$ cat src/rtl/agp_pkg.sv
package agp_pkg;
    localparam int PORT_W = 8;
    localparam int ADDR_W = 16;
    localparam int MODE_W = 3;

    localparam logic [ADDR_W-1:0] A_DIR  = 16'hFE3B;
    localparam logic [ADDR_W-1:0] A_DATA = 16'hFF0B;
    localparam logic [ADDR_W-1:0] A_PIN  = 16'hFFBB;
    localparam logic [ADDR_W-1:0] A_PULL = 16'hFE42;

    localparam logic [MODE_W-1:0] M_EXT_A = 3'd4;
    localparam logic [MODE_W-1:0] M_EXT_B = 3'd5;
    localparam logic [MODE_W-1:0] M_MIXED = 3'd6;

    typedef struct packed {
        logic [PORT_W-1:0] dir;
        logic [PORT_W-1:0] dat;
        logic [PORT_W-1:0] pull;
        logic [PORT_W-1:0] hold;
        logic [PORT_W-1:0] rdata;
        logic              stby;
    } port_state_t;
endpackage

$ cat src/rtl/agp_sync.sv
module agp_sync #(
    parameter int W = agp_pkg::PORT_W
) (
    input  logic         clk,
    input  logic         por_n,
    input  logic [W-1:0] async_in,
    output logic [W-1:0] sync_out
);
    logic [W-1:0] s1_d, s1_q, s2_d, s2_q;

    always_comb begin
        s1_d = async_in;
        s2_d = s1_q;
    end

    always_ff @(posedge clk or negedge por_n) begin
        if (!por_n) begin
            s1_q <= '0;
            s2_q <= '0;
        end else begin
            s1_q <= s1_d;
            s2_q <= s2_d;
        end
    end

    assign sync_out = s2_q;
endmodule

$ cat src/rtl/agp_regbank.sv
module agp_regbank
    import agp_pkg::*;
(
    input  logic              clk,
    input  logic              por_n,
    input  logic              mrst_n,
    input  logic              hw_stby,
    input  logic              sw_stby,
    input  logic              bus_sel,
    input  logic              bus_wr,
    input  logic [ADDR_W-1:0] bus_addr,
    input  logic [PORT_W-1:0] bus_wdata,
    input  logic [PORT_W-1:0] pin_sync,
    input  logic [PORT_W-1:0] addr_in,
    output logic [PORT_W-1:0] dir_q,
    output logic [PORT_W-1:0] dat_q,
    output logic [PORT_W-1:0] pull_q,
    output logic [PORT_W-1:0] hold_q,
    output logic              stby_q,
    output logic [PORT_W-1:0] rdata_q
);
    port_state_t st_d, st_q;
    logic        wr_hit, rd_hit;

    always_comb begin
        wr_hit = bus_sel && bus_wr;
        rd_hit = bus_sel && !bus_wr;
        st_d = st_q;
        st_d.rdata = '0;
        if (hw_stby) begin
            st_d = '0;
        end else if (!mrst_n) begin
            st_d.dat  = '0;
            st_d.pull = '0;
            st_d.hold = '0;
            st_d.stby = 1'b0;
        end else begin
            if (wr_hit) begin
                case (bus_addr)
                    A_DIR:   st_d.dir  = bus_wdata;
                    A_DATA:  st_d.dat  = bus_wdata;
                    A_PULL:  st_d.pull = bus_wdata;
                    default: ;
                endcase
            end
            if (rd_hit) begin
                case (bus_addr)
                    A_DIR:   st_d.rdata = '1;
                    A_DATA:  st_d.rdata = st_q.dat;
                    A_PULL:  st_d.rdata = st_q.pull;
                    A_PIN:   st_d.rdata = pin_sync;
                    default: st_d.rdata = '0;
                endcase
            end
            if (sw_stby && !st_q.stby) begin
                st_d.hold = addr_in;
            end
            st_d.stby = sw_stby;
        end
    end

    always_ff @(posedge clk or negedge por_n) begin
        if (!por_n) st_q <= '0;
        else        st_q <= st_d;
    end

    assign dir_q   = st_q.dir;
    assign dat_q   = st_q.dat;
    assign pull_q  = st_q.pull;
    assign hold_q  = st_q.hold;
    assign stby_q  = st_q.stby;
    assign rdata_q = st_q.rdata;

    // manual reset leaves direction alone
    a_r5_dir_survives_mrst: assert property (@(posedge clk) disable iff (!por_n)
        (!mrst_n && !hw_stby) |=> $stable(dir_q));
    // hardware standby empties every register
    a_r10_hwstby_clears: assert property (@(posedge clk) disable iff (!por_n)
        hw_stby |=> (dir_q == '0 && dat_q == '0 && pull_q == '0 && stby_q == 1'b0));
    // captured address frozen for the rest of standby
    a_r11_hold_frozen: assert property (@(posedge clk) disable iff (!por_n)
        (stby_q && sw_stby && mrst_n && !hw_stby) |=> $stable(hold_q));
    // direction register reads as all ones
    a_r2_dir_reads_ones: assert property (@(posedge clk) disable iff (!por_n)
        (bus_sel && !bus_wr && bus_addr == A_DIR && mrst_n && !hw_stby)
        |=> rdata_q == '1);
endmodule

$ cat src/rtl/agp_pin_mux.sv
module agp_pin_mux
    import agp_pkg::*;
(
    input  logic              clk,
    input  logic              por_n,
    input  logic [MODE_W-1:0] mode,
    input  logic              hw_stby,
    input  logic              stby_q,
    input  logic              keep_addr,
    input  logic [PORT_W-1:0] dir_q,
    input  logic [PORT_W-1:0] dat_q,
    input  logic [PORT_W-1:0] pull_q,
    input  logic [PORT_W-1:0] hold_q,
    input  logic [PORT_W-1:0] addr_in,
    output logic [PORT_W-1:0] pin_out,
    output logic [PORT_W-1:0] pin_oe,
    output logic [PORT_W-1:0] pull_en
);
    logic ext_mode, mixed_mode;

    always_comb begin
        ext_mode   = (mode == M_EXT_A) || (mode == M_EXT_B);
        mixed_mode = (mode == M_MIXED);
    end

    for (genvar n = 0; n < PORT_W; n++) begin : g_pin
        logic is_addr, is_gpio_out, addr_val, addr_drv;

        always_comb begin
            is_addr     = ext_mode || (mixed_mode && dir_q[n]);
            is_gpio_out = !is_addr && dir_q[n];
            addr_val    = stby_q ? hold_q[n] : addr_in[n];
            addr_drv    = !stby_q || keep_addr;
            if (hw_stby) begin
                pin_oe[n]  = 1'b0;
                pin_out[n] = 1'b0;
                pull_en[n] = 1'b0;
            end else if (is_addr) begin
                pin_oe[n]  = addr_drv;
                pin_out[n] = addr_drv && addr_val;
                pull_en[n] = 1'b0;
            end else if (is_gpio_out) begin
                pin_oe[n]  = 1'b1;
                pin_out[n] = dat_q[n];
                pull_en[n] = 1'b0;
            end else begin
                pin_oe[n]  = 1'b0;
                pin_out[n] = 1'b0;
                pull_en[n] = pull_q[n];
            end
        end
    end

    // never a pull-up on a driven pin
    a_r9_no_pull_on_driver: assert property (@(posedge clk) disable iff (!por_n)
        (pin_oe & pull_en) == '0);
    // hardware standby silences the pins
    a_r10_hwstby_no_drive: assert property (@(posedge clk) disable iff (!por_n)
        hw_stby |-> (pin_oe == '0 && pull_en == '0));
    // bus modes put the live address on every pin
    a_r6_ext_all_addr: assert property (@(posedge clk) disable iff (!por_n)
        (ext_mode && !stby_q && !hw_stby) |-> (pin_oe == '1 && pin_out == addr_in));
endmodule

$ cat src/rtl/addr_gpio_port.sv
module addr_gpio_port
    import agp_pkg::*;
(
    input  logic              clk,
    input  logic              por_n,
    input  logic              mrst_n,
    input  logic              hw_stby,
    input  logic              sw_stby,
    input  logic              keep_addr,
    input  logic [MODE_W-1:0] mode,
    input  logic              bus_sel,
    input  logic              bus_wr,
    input  logic [ADDR_W-1:0] bus_addr,
    input  logic [PORT_W-1:0] bus_wdata,
    output logic [PORT_W-1:0] bus_rdata,
    input  logic [PORT_W-1:0] addr_in,
    input  logic [PORT_W-1:0] pin_in,
    output logic [PORT_W-1:0] pin_out,
    output logic [PORT_W-1:0] pin_oe,
    output logic [PORT_W-1:0] pull_en
);
    logic [PORT_W-1:0] pin_sync, dir_q, dat_q, pull_q, hold_q;
    logic              stby_q;

    agp_sync #(.W(PORT_W)) u_sync (
        .clk(clk), .por_n(por_n), .async_in(pin_in), .sync_out(pin_sync)
    );

    agp_regbank u_regs (
        .clk(clk), .por_n(por_n), .mrst_n(mrst_n), .hw_stby(hw_stby),
        .sw_stby(sw_stby), .bus_sel(bus_sel), .bus_wr(bus_wr),
        .bus_addr(bus_addr), .bus_wdata(bus_wdata), .pin_sync(pin_sync),
        .addr_in(addr_in), .dir_q(dir_q), .dat_q(dat_q), .pull_q(pull_q),
        .hold_q(hold_q), .stby_q(stby_q), .rdata_q(bus_rdata)
    );

    agp_pin_mux u_mux (
        .clk(clk), .por_n(por_n), .mode(mode), .hw_stby(hw_stby),
        .stby_q(stby_q), .keep_addr(keep_addr), .dir_q(dir_q),
        .dat_q(dat_q), .pull_q(pull_q), .hold_q(hold_q), .addr_in(addr_in),
        .pin_out(pin_out), .pin_oe(pin_oe), .pull_en(pull_en)
    );
endmodule

$ cat config.mk
export PLATFORM = sky130hd
export DESIGN_NAME = addr_gpio_port
export DESIGN_NICKNAME = d
export VERILOG_FILES = /design/src/rtl/agp_pkg.sv /design/src/rtl/agp_sync.sv /design/src/rtl/agp_regbank.sv /design/src/rtl/agp_pin_mux.sv /design/src/rtl/addr_gpio_port.sv
export SDC_FILE = /design/constraint.sdc
export NUM_CORES = 1
export LEC_CHECK = 0
export BUFFER_PORTS_ARGS = -buffer_cell sky130_fd_sc_hd__buf_4
export CAP_MARGIN = 0
export CORE_ASPECT_RATIO = 1.5
export CORE_MARGIN = 2
export CORE_UTILIZATION = 35
export CTS_BUF_LIST = sky130_fd_sc_hd__clkbuf_4 sky130_fd_sc_hd__clkbuf_8
export CTS_CLUSTER_DIAMETER = 30
export DETAILED_ROUTE_END_ITERATION = 6
export PLACE_DENSITY_LB_ADDON = 0.05
export SLEW_MARGIN = 20
export SYNTH_ARGS = -nofsm -noshare
export SYNTH_HDL_FRONTEND = slang
export SYNTH_SLANG_ARGS = --single-unit
$ cat constraint.sdc
create_clock -name clk -period 3.2 [get_ports clk]
set_clock_uncertainty 0.15 [all_clocks]
set_input_delay 0 -clock clk [delete_from_list [all_inputs] [get_ports clk]]
set_output_delay 0 -clock clk [all_outputs]
set_load 0.05 [all_outputs]
==> Yosys cells after proc, flatten, opt, wreduce, memory -nomap -nowiden <==
Cells that the tools add are included.
Widths: inputs -> output; s select.
{ "word_totals": {"inputBits": 51, "latchBits": 0, "romBits": 0, "out_inout_bits": 32, "word_cells": 164, "register_bits": 57, "ramBits": 0, "n_memories": 0} }
{ "classes": {"div_mod_pow": 0, "reduce_logical": 53, "n_eq_ne": 11, "magnitude_cmp": 0, "mul": 0, "add_sub_neg": 0, "n_mux": 92, "shift": 0, "bitwise": 0} }
{ "op_table": {"columns": ["cell", "count"], "rows": [
  ["$mux 1", 81],
  ["$eq 16x16->1 const B", 4],
  ["$mux 8", 7],
  ["$mux 24", 2],
  ["$mux 41", 1],
  ["$pmux 8 s4", 1],
  ["$logic_and 1x1->1", 27],
  ["$ne 3x1->1 const B", 4],
  ["$logic_not 1->1", 10],
  ["$logic_or 1x1->1", 10],
  ["$eq 3x3->1 const B", 3],
  ["$reduce_bool 2->1", 3],
  ["$reduce_and 2->1", 2],
  ["$reduce_and 3->1", 1]
]} }

==> Logic depth before layout (Yosys ltp) <==
{ "logic_depth": {"ltp_word": 8, "mapped_depth": 6, "depth_no_buf": 4} }

==> Modules after synthesis <==
From an unflattened synthesis, not the netlist that was laid out.
{ "unflattened": {"hier_cells": 282, "hier_area_um2": 2936.6} }
{ "by_module_without_submodules": {"columns": ["module", "area_per_inst_um2", "cells_each", "seq_area_each_um2", "instances"], "rows": [
  ["agp_regbank", 2005.7, 194, 1026.0, 1],
  ["agp_pin_mux", 530.5, 72, 0.0, 1],
  ["agp_sync", 400.4, 16, 400.4, 1]
]} }

==> Worst setup path after synthesis <==
Ideal clock, no wire load.
{ "synth_timing": {"kind": "reg2out", "from": "reg u_regs.st_q (netlist bit u_regs.stby_q)", "to": "out pin_out[0]", "t_arrival_ps": 3174, "required_time_ps": 3050, "n_path_buf": 1, "setup_slack_ps": -124, "stages_incl_launch_ff": 5, "cell_sequence": "dfrtp_1 clkbuf_1 nor2b_1 a21oi_1 a2111oi_0"} }
{ "synth_between": {"elab_chain_len": 5, "elab_cells_between_ends": 6, "cone_classes": "mux: 3; reduce/logical: 3"} }
{ "synth_lines": {"columns": ["element", "line_no", "source"], "rows": [
  ["from (decl)", "agp_regbank.sv:22", "port_state_t st_d, st_q;"],
  ["from (signal assigned)", "agp_regbank.sv:64", "else st_q <= st_d;"],
  ["$logic_not 1->1", "agp_pin_mux.sv:33", "addr_drv = !stby_q || keep_addr;"],
  ["$logic_or 1x1->1", "agp_pin_mux.sv:33", null],
  ["$logic_and 1x1->1 (*)", "agp_pin_mux.sv:40", "pin_out[n] = addr_drv && addr_val;"],
  ["$mux 1 (*)", "agp_pin_mux.sv:38", "end else if (is_addr) begin"],
  ["$mux 1 (*)", "agp_pin_mux.sv:34", "if (hw_stby) begin"],
  ["to (decl)", "addr_gpio_port.sv:18", "output logic [PORT_W-1:0] pin_out,"]
]} }
Mark *: on every way between the ends. The rest lies on a longest branch, timed or not.

==> Worst setup path in the final report <==
{ "layout_timing": {"from": "in bus_addr[7]", "to": "reg u_regs.st_q (netlist bit u_regs.dir_q[7])"} }
{ "layout_between": {"elab_chain_len": 3} }
{ "layout_lines": {"columns": ["element", "line_no", "source"], "rows": [
  ["from (decl)", "addr_gpio_port.sv:13", "input logic [ADDR_W-1:0] bus_addr,"],
  ["$eq 16x16->1", "agp_regbank.sv:39", "case (bus_addr)"],
  ["$reduce_bool 2->1 (no line)", null, null],
  ["$reduce_and 3->1 (no line)", null, null]
]} }
No other way between the ends.
A chain may end at the register's enable or synchronous reset.

==> results.md <==
- Slowest CP cell: dlygate4sd3_1
- CTS resizes: 0
- Total gr overflow: 0
- Worst relative slew slack: 0.309
- Vias: roughly 2800
- Pwr dens: roughly 400 nW/µm²
- Layout cells sized above 1: 0.258
- Slew Viols, Final: 0
- Avg Inst Size Synth: 9.46 µm²
- P_sw: 0.000432 W
- Root buffer cell: clkbuf_8
- CTS Hold Bufs: 39
- Std-Cell Rows: 40
- Outcome: complete, no violations
- Initial core utilization: 0.361
- TritonRoute pass-1 iters: 5
- Hold crit path type: primary input to flip-flop
- Hold path startpoint: bus_addr[2]
- EDFF count, synth: 0
- Mapped Nets: between 300 and 400
- Post-Syn Instances: around 310
- FF-to-FF Start: u_regs.dat_q[2]$_DFFE_PN0P_
- Critical path's largest stage delay: about 0.58 ns
- Primary FF master, synth: dfrtp_1
- Fillers: roughly 770
- CP delay by family, top: buffers and inverters
- Worst-Skew Late Latency: ~0.34 ns
- Final wirelength: a little over 9000 µm
- # Max-Cap Violations: 0
- Area contributors post-synth: dfrtp_1 49%, a21oi_1 5.7%, nor2_1 5.4%
- CP Capture Type: flip-flop
- Crit Path Class: primary input to flip-flop
- Largest net degree at the start of global routing: 58
- Initial drt markers: between 200 and 250
- Unrepaired setup endpoints after global routing: no
- Crit-path cells: dlygate4sd3_1 > buf_4 > nor2_4 > nor4b_4 > nand4_1 > dlygate4sd3_1 > a21oi_1 > dlygate4sd3_1
- Vias in the first global route: around 2800
- Arrival @ worst endpoint: about 2.9 ns
- Tmin final: about 2.8 ns
- Die area: roughly 9000 µm²
- Setup TNS: 0 ns
- Die Wd: between 70 and 80 µm
- Synth warn: 0
- Total GRT Usage: 0.210
- WHS Path Cells: 5
- Post-DP HPWL: 6450 µm
- Ant. Diodes: 0
- Net count, final: roughly 460
- CTS Buf Count: 9
- Net switching fraction of the power: 0.261
- Worst vdd ir: roughly 0.3 mV
- Clock power frac: 0.415
- Gate power share: 0.137
- Crit start category: primary input
- Final worst-path cycle share: 0.864
- RePlAce Congestion: ~0.79
- Core area: 8060 µm²
- Area growth syn-to-layout: 42.4%
- Worst-path clk slew: 0.07 ns
- Hold Vio Cnt, Final: 0
- IO Pins: 83
- Max Buffers Root-to-Sink: 2
- FF-to-FF path depth: 4
- CTS tree: built
- Initial antenna violation count: 0
- Synth async-reset ratio: 1.00
- Hold Path End: u_regs.rdata_q[1]$_DFF_PN0_
- Most frequent cells in the layout: 83 x buf_4, 57 x dfrtp_1, 42 x nor2_1
- Netlist Area Pre-Place: 2910 µm²
- Crit path max fanout: 10
- # setup viols final: 0
- DRC: 0
- Worst r2r dst: u_regs.rdata_q[2]$_DFF_PN0_
- Max Freq: approximately 360 MHz
- Routed len/inst: 17.5 µm
- Synth unique cells: 41
- Sequential fraction of the synthesis area: 0.491
- Critical path's most frequent cell: dlygate4sd3_1
- Register bit total from synthesis: 57
- Worst-margin pin slew: approximately 1.0 ns
- CTS sink cnt: 57
- H-tree depth: 3
- Seq pwr share: 0.448
- # port buffers: a little over 80
- Vias/cell: approximately 5.4
- Commonest non-fill, non-tap cell in the layout: buf_4
- Antenna-violating nets left: 0
- First-pass GRT wire length: approximately 14000 µm
- Critical Path RT: 3.33 ns
- Final core occ: 0.513
- Post-synth top area cell: dfrtp_1
- Worst Path Buf+Inv: 4
- Cell Int Power: between 0.001 and 0.0015 W
- R2R Setup Slk: 1.38 ns
- Yosys top cell area share: 0.491
- Post-CTS Setup Bufs: 0
- Leak Pwr: approximately 1.7 nW
- Die Ht: 116 µm
## per-stage QoR
step,worst slack (ns),power [W],instance area (µm²),std cells,hold slack (ns)
final,0.436,0.00165,4140,523,0.0277
after global routing,0.329,0.00172,4140,523,0.0608
after CTS,0.517,0.00167,4140,523,0.0277
after detailed placement,1.21,0.000951,3550,468,-0.0397
after global placement,1.22,0.000949,3550,468,-0.0410
after floorplan,0.534,0.000853,2920,307,-0.446
## power groups by stage
stage               Combinational (W)  Sequential, W  Clock, W
global route                 0.000246       0.000741  0.000736
detailed placement           0.000198       0.000754         0
floorplan                    0.000102       0.000751         0
global placement             0.000196       0.000753         0
CTS                          0.000228       0.000740  0.000702
finish                       0.000227       0.000740  0.000685
## cells in the mapped netlist, types with 2 or more instances
cell and n:
nor2b_1 9, buf_2 5, a2bb2oi_1 8, or4_1 2
nor2_1 42, a2111oi_0 8, nand3b_1 2, inv_1 11
nor4_1 2, a21oi_1 33, clkbuf_4 2, nor3_1 8
nand2b_1 4, or4b_1 2, a22oi_1 8, nand2_1 2
nand4_1 24, o21ai_1 20, mux2i_1 8, o32ai_1 8
nand3_1 3, o21ai_0 4, clkbuf_1 18, dfrtp_1 57
## worst max-delay path by stage
stage,from,to,slack (ns),cells past startpoint
3_3_place_gp,u_regs.stby_q$_DFF_PN0_,pin_out[5],1.22,4
4_1_cts,bus_addr[7],u_regs.dir_q[7]$_DFFE_PN0P_,0.52,8
6_report,bus_addr[7],u_regs.dir_q[7]$_DFFE_PN0P_,0.44,8
3_5_place_dp,u_regs.stby_q$_DFF_PN0_,pin_out[2],1.21,4
2_1_floorplan,u_regs.stby_q$_DFF_PN0_,pin_out[0],0.53,4
5_1_grt,bus_addr[7],u_regs.dir_q[7]$_DFFE_PN0P_,0.33,8
## state kept, by name, indices dropped and copies added (netlist names)
register         cells
u_regs.stby_q        1
u_regs.hold_q        8
u_sync.sync_out      8
u_regs.dat_q         8
u_regs.pull_q        8
u_regs.rdata_q       8
u_regs.dir_q         8
u_sync.s1_q          8
## cell type report
| cell class | count | area [µm²] | area share |
|---|---|---|---|
| sequential | 57 | 1430 | 0.345 |
| timing repair buffer | 122 | 1010 | 0.245 |
| multi-input combinational | 212 | 1320 | 0.320 |
| clock buffer | 11 | 145 | 0.0351 |
| clock inverter | 5 | 55.1 | 0.0133 |
| inverter | 11 | 41.3 | 0.00998 |
| tap | 105 | 131 | 0.0318 |
## logic make-up (layout without fill, tap and decap cells)
kind of cell | count (synthesis) | count (layout) | share of synthesized area
AO/OA/AOI/OAI | 92 | 92 | 0.204
buffers and inverters | 38 | 149 | 0.0568
flip-flops | 57 | 57 | 0.491
multiplexers | 8 | 8 | 0.0276
AND/OR/NAND/NOR | 112 | 112 | 0.221
## routing by layer
metal  vias up  part of all wire  global-route usage
met5         -                 0                   0
met4         0             0.022              0.0842
met3        15             0.050              0.0374
met2        94              0.52               0.378
met1      1369              0.40               0.246
li1       1348                 -                   -
## tightest hold or removal path: cells and delay by family
family,cells,cell delay [ns]
AO/OA/AOI/OAI,1,0.17
AND/OR/NAND/NOR,3,0.22
buffers and inverters,1,0.08
No activity file was read; power rests on OpenSTA's default activity.
